File: src/rtl/sr_pkg.sv
package sr_pkg;
  typedef struct packed {
    logic       wpen;
    logic [1:0] level;
    logic       wel;
    logic       busy;
  } sr_state_t;

  function automatic logic [7:0] sr_pack(input sr_state_t s);
    return {s.wpen, 3'b000, s.level, s.wel, s.busy};
  endfunction
endpackage

File: src/rtl/sr_prot_decode.sv
module sr_prot_decode #(
  parameter int ADDR_W = 12
) (
  input  logic [1:0]        level,
  input  logic [ADDR_W-1:0] addr,
  output logic              prot_o
);
  logic [1:0] top_bits;
  assign top_bits = addr[ADDR_W-1 -: 2];

  always_comb begin
    unique case (level)
      2'd0:    prot_o = 1'b0;
      2'd1:    prot_o = (top_bits == 2'b11);
      2'd2:    prot_o = top_bits[1];
      default: prot_o = 1'b1;
    endcase
  end
endmodule

File: src/rtl/sr_wp_policy.sv
module sr_wp_policy (
  input  logic wel,
  input  logic wpen,
  input  logic wp_pin,
  input  logic busy,
  output logic reg_ok,
  output logic array_ok
);
  logic idle_en;
  assign idle_en  = wel & ~busy;
  assign array_ok = idle_en;
  assign reg_ok   = idle_en & (~wpen | wp_pin);
endmodule

File: src/rtl/sr_wr_timer.sv
module sr_wr_timer #(
  parameter int WR_CYCLES = 6
) (
  input  logic clk,
  input  logic rst,
  input  logic start,
  output logic busy_o,
  output logic done_o
);
  localparam int CNT_W = (WR_CYCLES > 1) ? $clog2(WR_CYCLES) : 1;
  localparam logic [CNT_W-1:0] LOAD = CNT_W'(WR_CYCLES - 1);

  logic [CNT_W-1:0] cnt_q;
  logic             busy_q;

  assign busy_o = busy_q;
  assign done_o = busy_q && (cnt_q == '0);

  always_ff @(posedge clk) begin
    if (rst) begin
      busy_q <= 1'b0;
      cnt_q  <= '0;
    end else if (start && !busy_q) begin
      busy_q <= 1'b1;
      cnt_q  <= LOAD;
    end else if (done_o) begin
      busy_q <= 1'b0;
    end else if (busy_q) begin
      cnt_q <= cnt_q - 1'b1;
    end
  end
endmodule

File: src/rtl/sr_core.sv
module sr_core #(
  parameter int ADDR_W    = 12,
  parameter int WR_CYCLES = 6
) (
  input  logic              clk,
  input  logic              rst,
  input  logic              wp_pin,
  input  logic              cmd_wren,
  input  logic              cmd_wrdi,
  input  logic              cmd_wrsr,
  input  logic [7:0]        wr_data,
  input  logic              cmd_rdsr,
  input  logic [ADDR_W-1:0] chk_addr,
  output logic [7:0]        status_o,
  output logic              rd_valid,
  output logic [7:0]        rd_data,
  output logic              sr_wr_ok,
  output logic              addr_wr_ok
);
  import sr_pkg::*;

  logic       wel_q, wpen_q;
  logic [1:0] level_q;
  logic       busy, done;
  logic       reg_ok, array_ok, prot;
  logic       accept;
  sr_state_t  cur;
  logic       unused_bits;

  assign unused_bits = ^{wr_data[6:4], wr_data[1:0]};

  assign cur = '{wpen: wpen_q, level: level_q, wel: wel_q, busy: busy};
  assign status_o = sr_pack(cur);

  sr_wp_policy u_policy (
    .wel(wel_q), .wpen(wpen_q), .wp_pin(wp_pin), .busy(busy),
    .reg_ok(reg_ok), .array_ok(array_ok)
  );

  sr_prot_decode #(.ADDR_W(ADDR_W)) u_decode (
    .level(level_q), .addr(chk_addr), .prot_o(prot)
  );

  assign accept = cmd_wrsr && reg_ok;

  sr_wr_timer #(.WR_CYCLES(WR_CYCLES)) u_timer (
    .clk(clk), .rst(rst), .start(accept), .busy_o(busy), .done_o(done)
  );

  // latch and stored fields
  always_ff @(posedge clk) begin
    if (rst) begin
      wel_q   <= 1'b0;
      wpen_q  <= 1'b0;
      level_q <= 2'd0;
    end else if (done) begin
      wel_q <= 1'b0;
    end else if (!busy) begin
      if (cmd_wrsr) begin
        if (accept) begin
          level_q <= wr_data[3:2];
          wpen_q  <= wr_data[7];
        end
      end else if (cmd_wrdi) begin
        wel_q <= 1'b0;
      end else if (cmd_wren) begin
        wel_q <= 1'b1;
      end
    end
  end

  // registered outputs
  always_ff @(posedge clk) begin
    if (rst) begin
      rd_valid   <= 1'b0;
      rd_data    <= 8'h00;
      sr_wr_ok   <= 1'b0;
      addr_wr_ok <= 1'b0;
    end else begin
      rd_valid   <= cmd_rdsr;
      if (cmd_rdsr) rd_data <= status_o;
      sr_wr_ok   <= reg_ok;
      addr_wr_ok <= array_ok && !prot;
    end
  end
endmodule

File: config.mk
export PLATFORM = sky130hd
export DESIGN_NAME = sr_core
export DESIGN_NICKNAME = d
export VERILOG_FILES = /design/src/rtl/sr_pkg.sv /design/src/rtl/sr_prot_decode.sv /design/src/rtl/sr_wp_policy.sv /design/src/rtl/sr_wr_timer.sv /design/src/rtl/sr_core.sv
export SDC_FILE = /design/constraint.sdc
export NUM_CORES = 1
export LEC_CHECK = 0
export BUFFER_PORTS_ARGS = -buffer_cell sky130_fd_sc_hd__buf_4
export CAP_MARGIN = 0
export CORE_MARGIN = 2
export CORE_UTILIZATION = 37
export DETAILED_ROUTE_END_ITERATION = 8
export PLACE_DENSITY_LB_ADDON = 0.25
export SLEW_MARGIN = 20
export SYNTH_ARGS = -nofsm -noshare
export SYNTH_HDL_FRONTEND = slang
export SYNTH_SLANG_ARGS = --single-unit
export TNS_END_PERCENT = 10
File: constraint.sdc
create_clock -name clk -period 1.7 [get_ports clk]
set_clock_uncertainty 0.1 [all_clocks]
set_input_delay 0.085 -clock clk [delete_from_list [all_inputs] [get_ports clk]]
set_output_delay 0.085 -clock clk [all_outputs]
set_load 0.02 [all_outputs]
# Word-level counts from Yosys, hierarchy flattened
# Cells that the tools add are included.
# W data, S select, Z words.
[totals]
reg_bits = 16
input_bits = 27
output_inout_bits = 19
elab_cells = 47
[op_classes]
add_sub_neg = 1
eq_ne = 4
muxes = 8
n_bitwise = 7
n_reduce_logical = 17
[ops]
columns = ["operator", "count"]
rows = [
  ["$mux W3", 3],
  ["$reduce_bool A2 Y1", 3],
  ["$eq A2 B2 Y1 const B", 2],
  ["$logic_and A1 B1 Y1", 4],
  ["$mux W1", 4],
  ["$not A1 Y1", 4],
  ["$reduce_and A2 Y1", 2],
  ["$reduce_and A4 Y1", 1],
  ["$reduce_or A2 Y1", 2],
  ["$logic_not A3 Y1", 1],
  ["$pmux W1 S3", 1],
  ["$reduce_and A3 Y1", 1],
  ["$sub A3 B1 Y3 const B", 1],
  ["$and A1 B1 Y1", 2],
  ["$eq A2 B1 Y1 const B", 1],
  ["$logic_not A1 Y1", 2],
  ["$logic_not A2 Y1", 1],
  ["$ne A2 B1 Y1 const B", 1],
  ["$or A1 B1 Y1", 1],
]

# Depth between registers and ports, before layout
# Gate-level depths: netlist of run 1.
[depth]
ltp_word = 7
mapped_depth = 6
ltp_nobuf = 6

# Modules after synthesis
# From an unflattened synthesis of run 1, not the netlist that was laid out.
[hier_totals]
cells_unflattened = 83
hier_area_um2 = 805.8
[by_module_without_submodules]
columns = ["mod", "instances", "cells_per_inst", "area_each_um2", "seq_area_each_um2"]
rows = [
  ["sr_core", 1, 52, 533.0, 240.2],
  ["sr_wr_timer", 1, 25, 230.2, 80.1],
  ["sr_wp_policy", 1, 3, 28.8, 0.0],
  ["sr_prot_decode", 1, 3, 13.8, 0.0],
]

# Worst setup path after synthesis of run 1
# OpenSTA, ideal clock, no wires.
[synth_path]
kind = "register to register"
startpoint = "register u_timer.cnt_q[0]"
endpoint = "register u_timer.cnt_q[2]"
setup_time_ns = 0.066
t_arrival_ns = 1.424
required_ns = 1.534
setup_slack_ns = 0.110
stages_incl_launch_ff = 7
n_path_buf = 0
path_cell_list = "dfxtp_1 > inv_1 > ha_1 > ha_1 > and2b_2 > mux2_4 > a21oi_2"
[synth_via]
elab_chain_cells = 4
word_cells_on_any_way = 8
cone_classes = "1 x add/sub; 1 x eq/ne; 3 x mux; 3 x reduce/logical"
[synth_rtl]
columns = ["item", "line", "rtl"]
rows = [
  ["from (decl)", "sr_wr_timer.sv:13", "logic [CNT_W-1:0] cnt_q;"],
  ["from (signal assigned)", "sr_wr_timer.sv:29", "cnt_q <= cnt_q - 1'b1;"],
  ["$sub A3 B1 Y3 / $logic_not A3 Y1 (equally long branches)", "sr_wr_timer.sv:29, sr_wr_timer.sv:17", ""],
  ["$mux W3 / $logic_and A1 B1 Y1 (equally long branches)", "sr_wr_timer.sv:28, sr_wr_timer.sv:17", ""],
  ["$mux W3 / $ne A2 B1 Y1 (equally long branches)", "n/a", ""],
  ["$mux W3 / $reduce_and A2 Y1 (equally long branches)", "n/a", ""],
]
# Parallel ways exist; a longest one is shown, timed or not. The select of a mux whose other input is x is not followed.
# A chain may end at the register's enable or synchronous reset.

# Final worst setup path of run 1
# Same ends and word-level chain as after synthesis.

==> results.toml, run 1 <==
[status]
run_status = "finished, final reports clean"

[timing]
finalCritPeriodShare = 0.942
slew_viol_final = 0
fin_ws_ns = 0.0992
fmax_mhz = 625
fin_crit_ns = 1.60
finalSetupViolations = 0
hold_viol = 0
tns_ns = 0
grt_setup_unrepaired = "no"

[placement]
dpl_cell_area_sq_um = 912
gp_congestion = 0.692
hpwlAfterDp_um = 992
dp_slack_ns = 0.104
io_buffers = 24

[final_layout]
fin_nets = 136
antenna_cells = 0
drive_above_1_share = 0.343
num-fill-cells = 187
fin_area_sq_um = 1030
multi_input_area_sq_um = 355
syn_to_final_growth_pct = 34.2
regArea_sq_um = 322

[yosys]
netlist_instances = 76
synth_edf_count = 0
syn-mean-instance-area_sq_um = 10.1
yosysTopAreaCellShare = 0.419
async_flop_share = 0
synth_flop_cell = "dfxtp_1"
netlist_area_sq_um = 764
yosys_warnings = 0
yosysUniqueCellTypes = 26
ys_seq_elements = 16
synth_top_area_cell = "dfxtp_1"
synth_area_leaders = "dfxtp_1 (42%), mux2i_1 (10%), buf_4 (8.8%)"
ys_seq_area_frac = 0.419

[min_path]
hp-class = "primary input to register"

[clock_network]
insertion_delay_ns = 0.28
path_clk_slew_ns = 0.09
cts_tree = "yes"
cts_buffer_depth = 2
cts_sinks = 16
cts_setup_buffers = 0
cts_buffers = 3
clock-root-buffer = "clkbuf_4"
cts-htree-levels = 1

[die]
die_width_um = 49.5
rows = 16
fp.dieArea_sq_um = 2450
die_h_um = 49.5
initial_core_util = 0.390
coreArea_sq_um = 1960
io_pins = 46

[critical_path]
worstPathMaxFanout = 3
crit_slowest_cell = "dfxtp_2"
crit_path_frequent_cell = "ha_1"
worst-path-buf-inv = 1
critical_path_required_ns = 1.83
start_kind = "register"
cpPeakStageDelay_ns = 0.35
crit_type = "register to register"
critPathTopFamily = "adder cells"
cp_cell_sequence = "inv_1, ha_1, ha_1, and2b_2, mux2_4, a21oi_2"
cp.arrival_ns = 1.73
critPathCaptureType = "register"

[pwr]
power_density_nw_per_um2 = 694
cellLeakagePower_nw = 0.454
vdd_drop_max_uv = 293
power_mw = 0.712

[routing]
vias = 582
vias_per_cell = 4.41
drt.antenna.violating_nets = 0
wl_per_cell_um = 10.8
drt_first_pass_iters = 4
drc = 0
drt_iter0_markers = 3
drt_wl_total_mm = 1.43

[global_routing]
grtUsageMet3 = 0.0273
grt_pass1_wl_mm = 2.25
grt_max_degree = 20
antenna_found_initial = 0
grtUsageMet1 = 0.151
grt_use_total = 0.123
top_usage_layer = "met2"
grt_pass1_vias = 509
overflow = 0
grt_use_met2 = 0.191

[flow_run]
max_cap_viol_count = 0
-- cell usage after synthesis, types with 2 or more instances --
cell      instances
buf_2             2
nor2_1            8
inv_1             4
buf_4             9
mux2i_1           8
ha_1              2
dfxtp_1          16
nand2b_1          7
a21oi_1           3
-- final timing paths --
path | startpoint | endpoint | slack [ns] | cells after the start
worst max-delay path | u_timer.cnt_q[0]$_SDFFE_PP0P_ | u_timer.cnt_q[2]$_SDFFE_PP0P_ | 0.1 | 6
worst min register to register | rd_data[0]$_SDFFE_PP0P_ | rd_data[0]$_SDFFE_PP0P_ | 0.40 | 2
worst min-delay path | cmd_wrsr | u_timer.cnt_q[2]$_SDFFE_PP0P_ | 0.05 | 3
worst max register to register | u_timer.cnt_q[0]$_SDFFE_PP0P_ | u_timer.cnt_q[2]$_SDFFE_PP0P_ | 0.1 | 6
-- state kept, by name, summed over array words and instances (netlist names) --
| name | flops |
|---|---|
| rd_data | 5 |
| wel_q | 1 |
| level_q | 2 |
| rd_valid | 1 |
| sr_wr_ok | 1 |
| addr_wr_ok | 1 |
| u_timer.busy_o | 1 |
| u_timer.cnt_q | 3 |
| wpen_q | 1 |
-- stage by stage --
stage | hold WS [ns] | cells | util
final | 0.0518 | 132 | 0.523
after global routing | 0.0583 | 132 | 0.523
after CTS | 0.0375 | 132 | 0.522
after detailed placement | 0.183 | 120 | 0.465
after global placement | 0.181 | 120 | 0.465
after floorplan | 0.0910 | 81 | -
-- power by group --
| part | internal [mW] | leakage [nW] | switching (mW) | total (mW) |
|---|---|---|---|---|
| Combinational | 0.0645 | 0.310 | 0.0593 | 0.124 |
| Clock | 0.0823 | 0.0138 | 0.112 | 0.194 |
| Sequential | 0.386 | 0.130 | 0.00790 | 0.394 |
| Total | 0.533 | 0.454 | 0.179 | 0.712 |
-- repair_timing --
action / 4_1_cts / 5_1_grt
resized for setup: 0 / 1
hold buffers: 9 / 0
setup endpoints to repair: 0 / 1
hold endpoints to repair: 9 / 0
-- final cells by class --
type / instances / share of cell area
multi-input cells: 48 / 0.346
flip-flops and latches: 16 / 0.313
repair buffers: 34 / 0.271
well taps: 27 / 0.0329
clock buffers: 3 / 0.0220
inverters: 4 / 0.0146
-- cells by family (layout without fill, tap and decap cells) --
| group | after synthesis | count (layout) | synth area share |
|---|---|---|---|
| compound gates | 8 | 8 | 0.0966 |
| simple gates | 22 | 22 | 0.170 |
| mux | 9 | 9 | 0.124 |
| other cells | 1 | 6 | 0.00491 |
| buf+inv | 17 | 41 | 0.141 |
| xor+xnor | 1 | 1 | 0.0115 |
| flops | 16 | 16 | 0.419 |
| fa+ha+maj | 2 | 2 | 0.0327 |
-- layer usage --
layer / up-vias / share of wire
li1: 297 / -
met1: 255 / 0.45
met2: 25 / 0.46
met3: 5 / 0.061
met4: 0 / 0.026
met5: - / 0
-- cell usage in the layout (no fill, tap or decap), drive strengths merged, types with 2 or more instances in the layout --
| cell | netlist | routed |
|---|---|---|
| clkbuf | 1 | 3 |
| mux2i | 8 | 8 |
| buf | 12 | 25 |
| nand2b | 7 | 7 |
| nor2b | 2 | 2 |
| conb | 1 | 6 |
| nor2 | 8 | 8 |
| ha | 2 | 2 |
| dfxtp | 16 | 16 |
| a21oi | 4 | 4 |
| inv | 4 | 4 |
| dlygate4sd3 | 0 | 9 |
-- worst min-delay path, stage by stage --
cell	delay [ns]
buf_4	0.12
nand3_1	0.13
a21oi_2	0.06
Note: power is estimated with default switching activity, not from simulation.
==> run 2, diff against run 1 <==
- CTS_CLUSTER_DIAMETER: not set -> 40
- PLACE_DENSITY: not set -> 0.73
- PLACE_DENSITY_LB_ADDON: 0.25 -> not set
==> results.toml, run 2 (synthesized netlist as in run 1, its figures left out) <==
[timing]
fmax_mhz = 614
grt_setup_unrepaired = "no"
hold_viol = 0
finalCritPeriodShare = 0.957
slew_viol_final = 0
finalSetupViolations = 0
tns_ns = 0
fin_crit_ns = 1.63

[routing]
vias = 585
vias_per_cell = 4.40
drc = 0
drt_iter0_markers = 10
drt.antenna.violating_nets = 0
drt_wl_total_mm = 1.43
wl_per_cell_um = 10.7
drt_first_pass_iters = 4

[clock_network]
path_clk_slew_ns = 0.09
cts_setup_buffers = 0
cts_buffer_depth = 2
cts-htree-levels = 1
cts_buffers = 3
cts_sinks = 16
cts_tree = "yes"
clock-root-buffer = "clkbuf_4"
insertion_delay_ns = 0.29
cts_resized = 0

[status]
run_status = "finished, final reports clean"

[final_layout]
fin_util = 0.529
syn_to_final_growth_pct = 35.8
antenna_cells = 0
fin_nets = 136
mostFrequentLayoutCell = "buf_4"
drive_above_1_share = 0.340
top_regs = "rd_data x5, u_timer.cnt_q x3, level_q x2"
largest_reg_flops = 5
mostFrequentLayoutCells = "buf_4 (25), dfxtp_1 (16), dlygate4sd3_1 (9), mux2i_1 (8), nor2_1 (8)"
regMostFlops = "rd_data"

[placement]
gp_congestion = 0.703
hpwlAfterDp_mm = 1.02
io_buffers = 24

[min_path]
hp-class = "primary input to register"
holdPathStages = 4
min-delay-start = "cmd_wrsr"
min_to = "wel_q$_SDFFE_PP0P_"

[global_routing]
grt_pass1_wl_mm = 2.43
grt_use_total = 0.131
grt_max_degree = 20
antenna_found_initial = 0
grt_pass1_vias = 605
overflow = 0

[die]
coreArea_sq_um = 1960
fp.dieArea_sq_um = 2450
rows = 16
initial_core_util = 0.390
die_width_um = 49.5
die_h_um = 49.5
io_pins = 46

[pwr]
p_clk_frac = 0.328
cellLeakagePower_nw = 0.461
p_sw_mw = 0.189
sw_frac_of_total = 0.246
p_int_mw = 0.581
vdd_drop_max_uv = 360
power_frac_comb = 0.160
power_density_nw_per_um2 = 742
p_seq_frac = 0.512

[critical_path]
critical_path_required_ns = 1.84
start_kind = "register"
crit_type = "register to register"
cp.arrival_ns = 1.76
worstRegToRegCells = 6
reg2reg_to = "u_timer.cnt_q[2]$_SDFFE_PP0P_"
r2r_slack_ns = 0.07
reg2reg_from = "u_timer.cnt_q[0]$_SDFFE_PP0P_"
worstPathMaxFanout = 3
critPathCaptureType = "register"

[flow_run]
max_cap_viol_count = 0
[run 2: changes by cell type in the layout (fill, tap and decap cells not counted)]
cell      before  now
clkbuf_8       0    1
dfxtp_1       15   16
dfxtp_2        1    0
[run 2: worst max-delay path by stage]
stage,end,slack [ns],cells after the start,start
finish,u_timer.cnt_q[2]$_SDFFE_PP0P_,0.07,6,u_timer.cnt_q[0]$_SDFFE_PP0P_
global route,u_timer.cnt_q[0]$_SDFFE_PP0P_,0.009,7,u_timer.cnt_q[0]$_SDFFE_PP0P_
detailed placement,u_timer.cnt_q[2]$_SDFFE_PP0P_,0.1,6,u_timer.cnt_q[0]$_SDFFE_PP0P_
floorplan,u_timer.cnt_q[2]$_SDFFE_PP0P_,0.11,6,u_timer.cnt_q[0]$_SDFFE_PP0P_
CTS,u_timer.cnt_q[2]$_SDFFE_PP0P_,0.07,6,u_timer.cnt_q[0]$_SDFFE_PP0P_
global placement,u_timer.cnt_q[2]$_SDFFE_PP0P_,0.12,6,u_timer.cnt_q[0]$_SDFFE_PP0P_
[run 2: layout make-up]
type	instances	area, sq um
Sequential cell	16	320
Fill cell	180	923
Multi-Input combinational cell	48	355
Inverter	4	15.0
Tap cell	27	33.8
Timing Repair Buffer	34	278
Clock buffer	4	36.3
[run 2: power by group through the flow]
stage / combinational [mW] / clock, mW / sequential, mW
3_5_place_dp: 0.109 / 0 / 0.403
5_1_grt: 0.134 / 0.274 / 0.396
4_1_cts: 0.124 / 0.259 / 0.394
6_report: 0.124 / 0.253 / 0.394
3_3_place_gp: 0.106 / 0 / 0.403
2_1_floorplan: 0.0777 / 0 / 0.409
[run 2: critical path: stages (launching register included)]
cell and delay [ns]:
dfxtp_1 0.37, inv_1 0.05, ha_1 0.19, ha_1 0.19, and2b_2 0.24, mux2_4 0.30, a21oi_2 0.12
[run 2: metal layers]
metal,track usage,up-vias,part of all wire
met1,0.134,259,0.43
li1,-,294,-
met4,0.0833,0,0.029
met3,0.0333,5,0.069
met5,0,-,0
met2,0.236,27,0.47
[run 2: metrics by stage]
stage               hold WS (ns)  instance area, sq um  setup WS, ns  cells  power, mW
finish                    0.0395                  1040        0.0726    133      0.771
global route              0.0386                  1040       0.00876    133      0.804
CTS                       0.0332                  1040        0.0684    133      0.777
detailed placement         0.192                   912        0.0998    120      0.512
global placement           0.184                   912         0.124    120      0.509
floorplan                 0.0910                   783         0.110     81      0.487
[run 2: what timing repair did]
action,CTS,global route
hold endpoints to repair,10,0
setup endpoints to repair,0,0
hold buffers,9,0
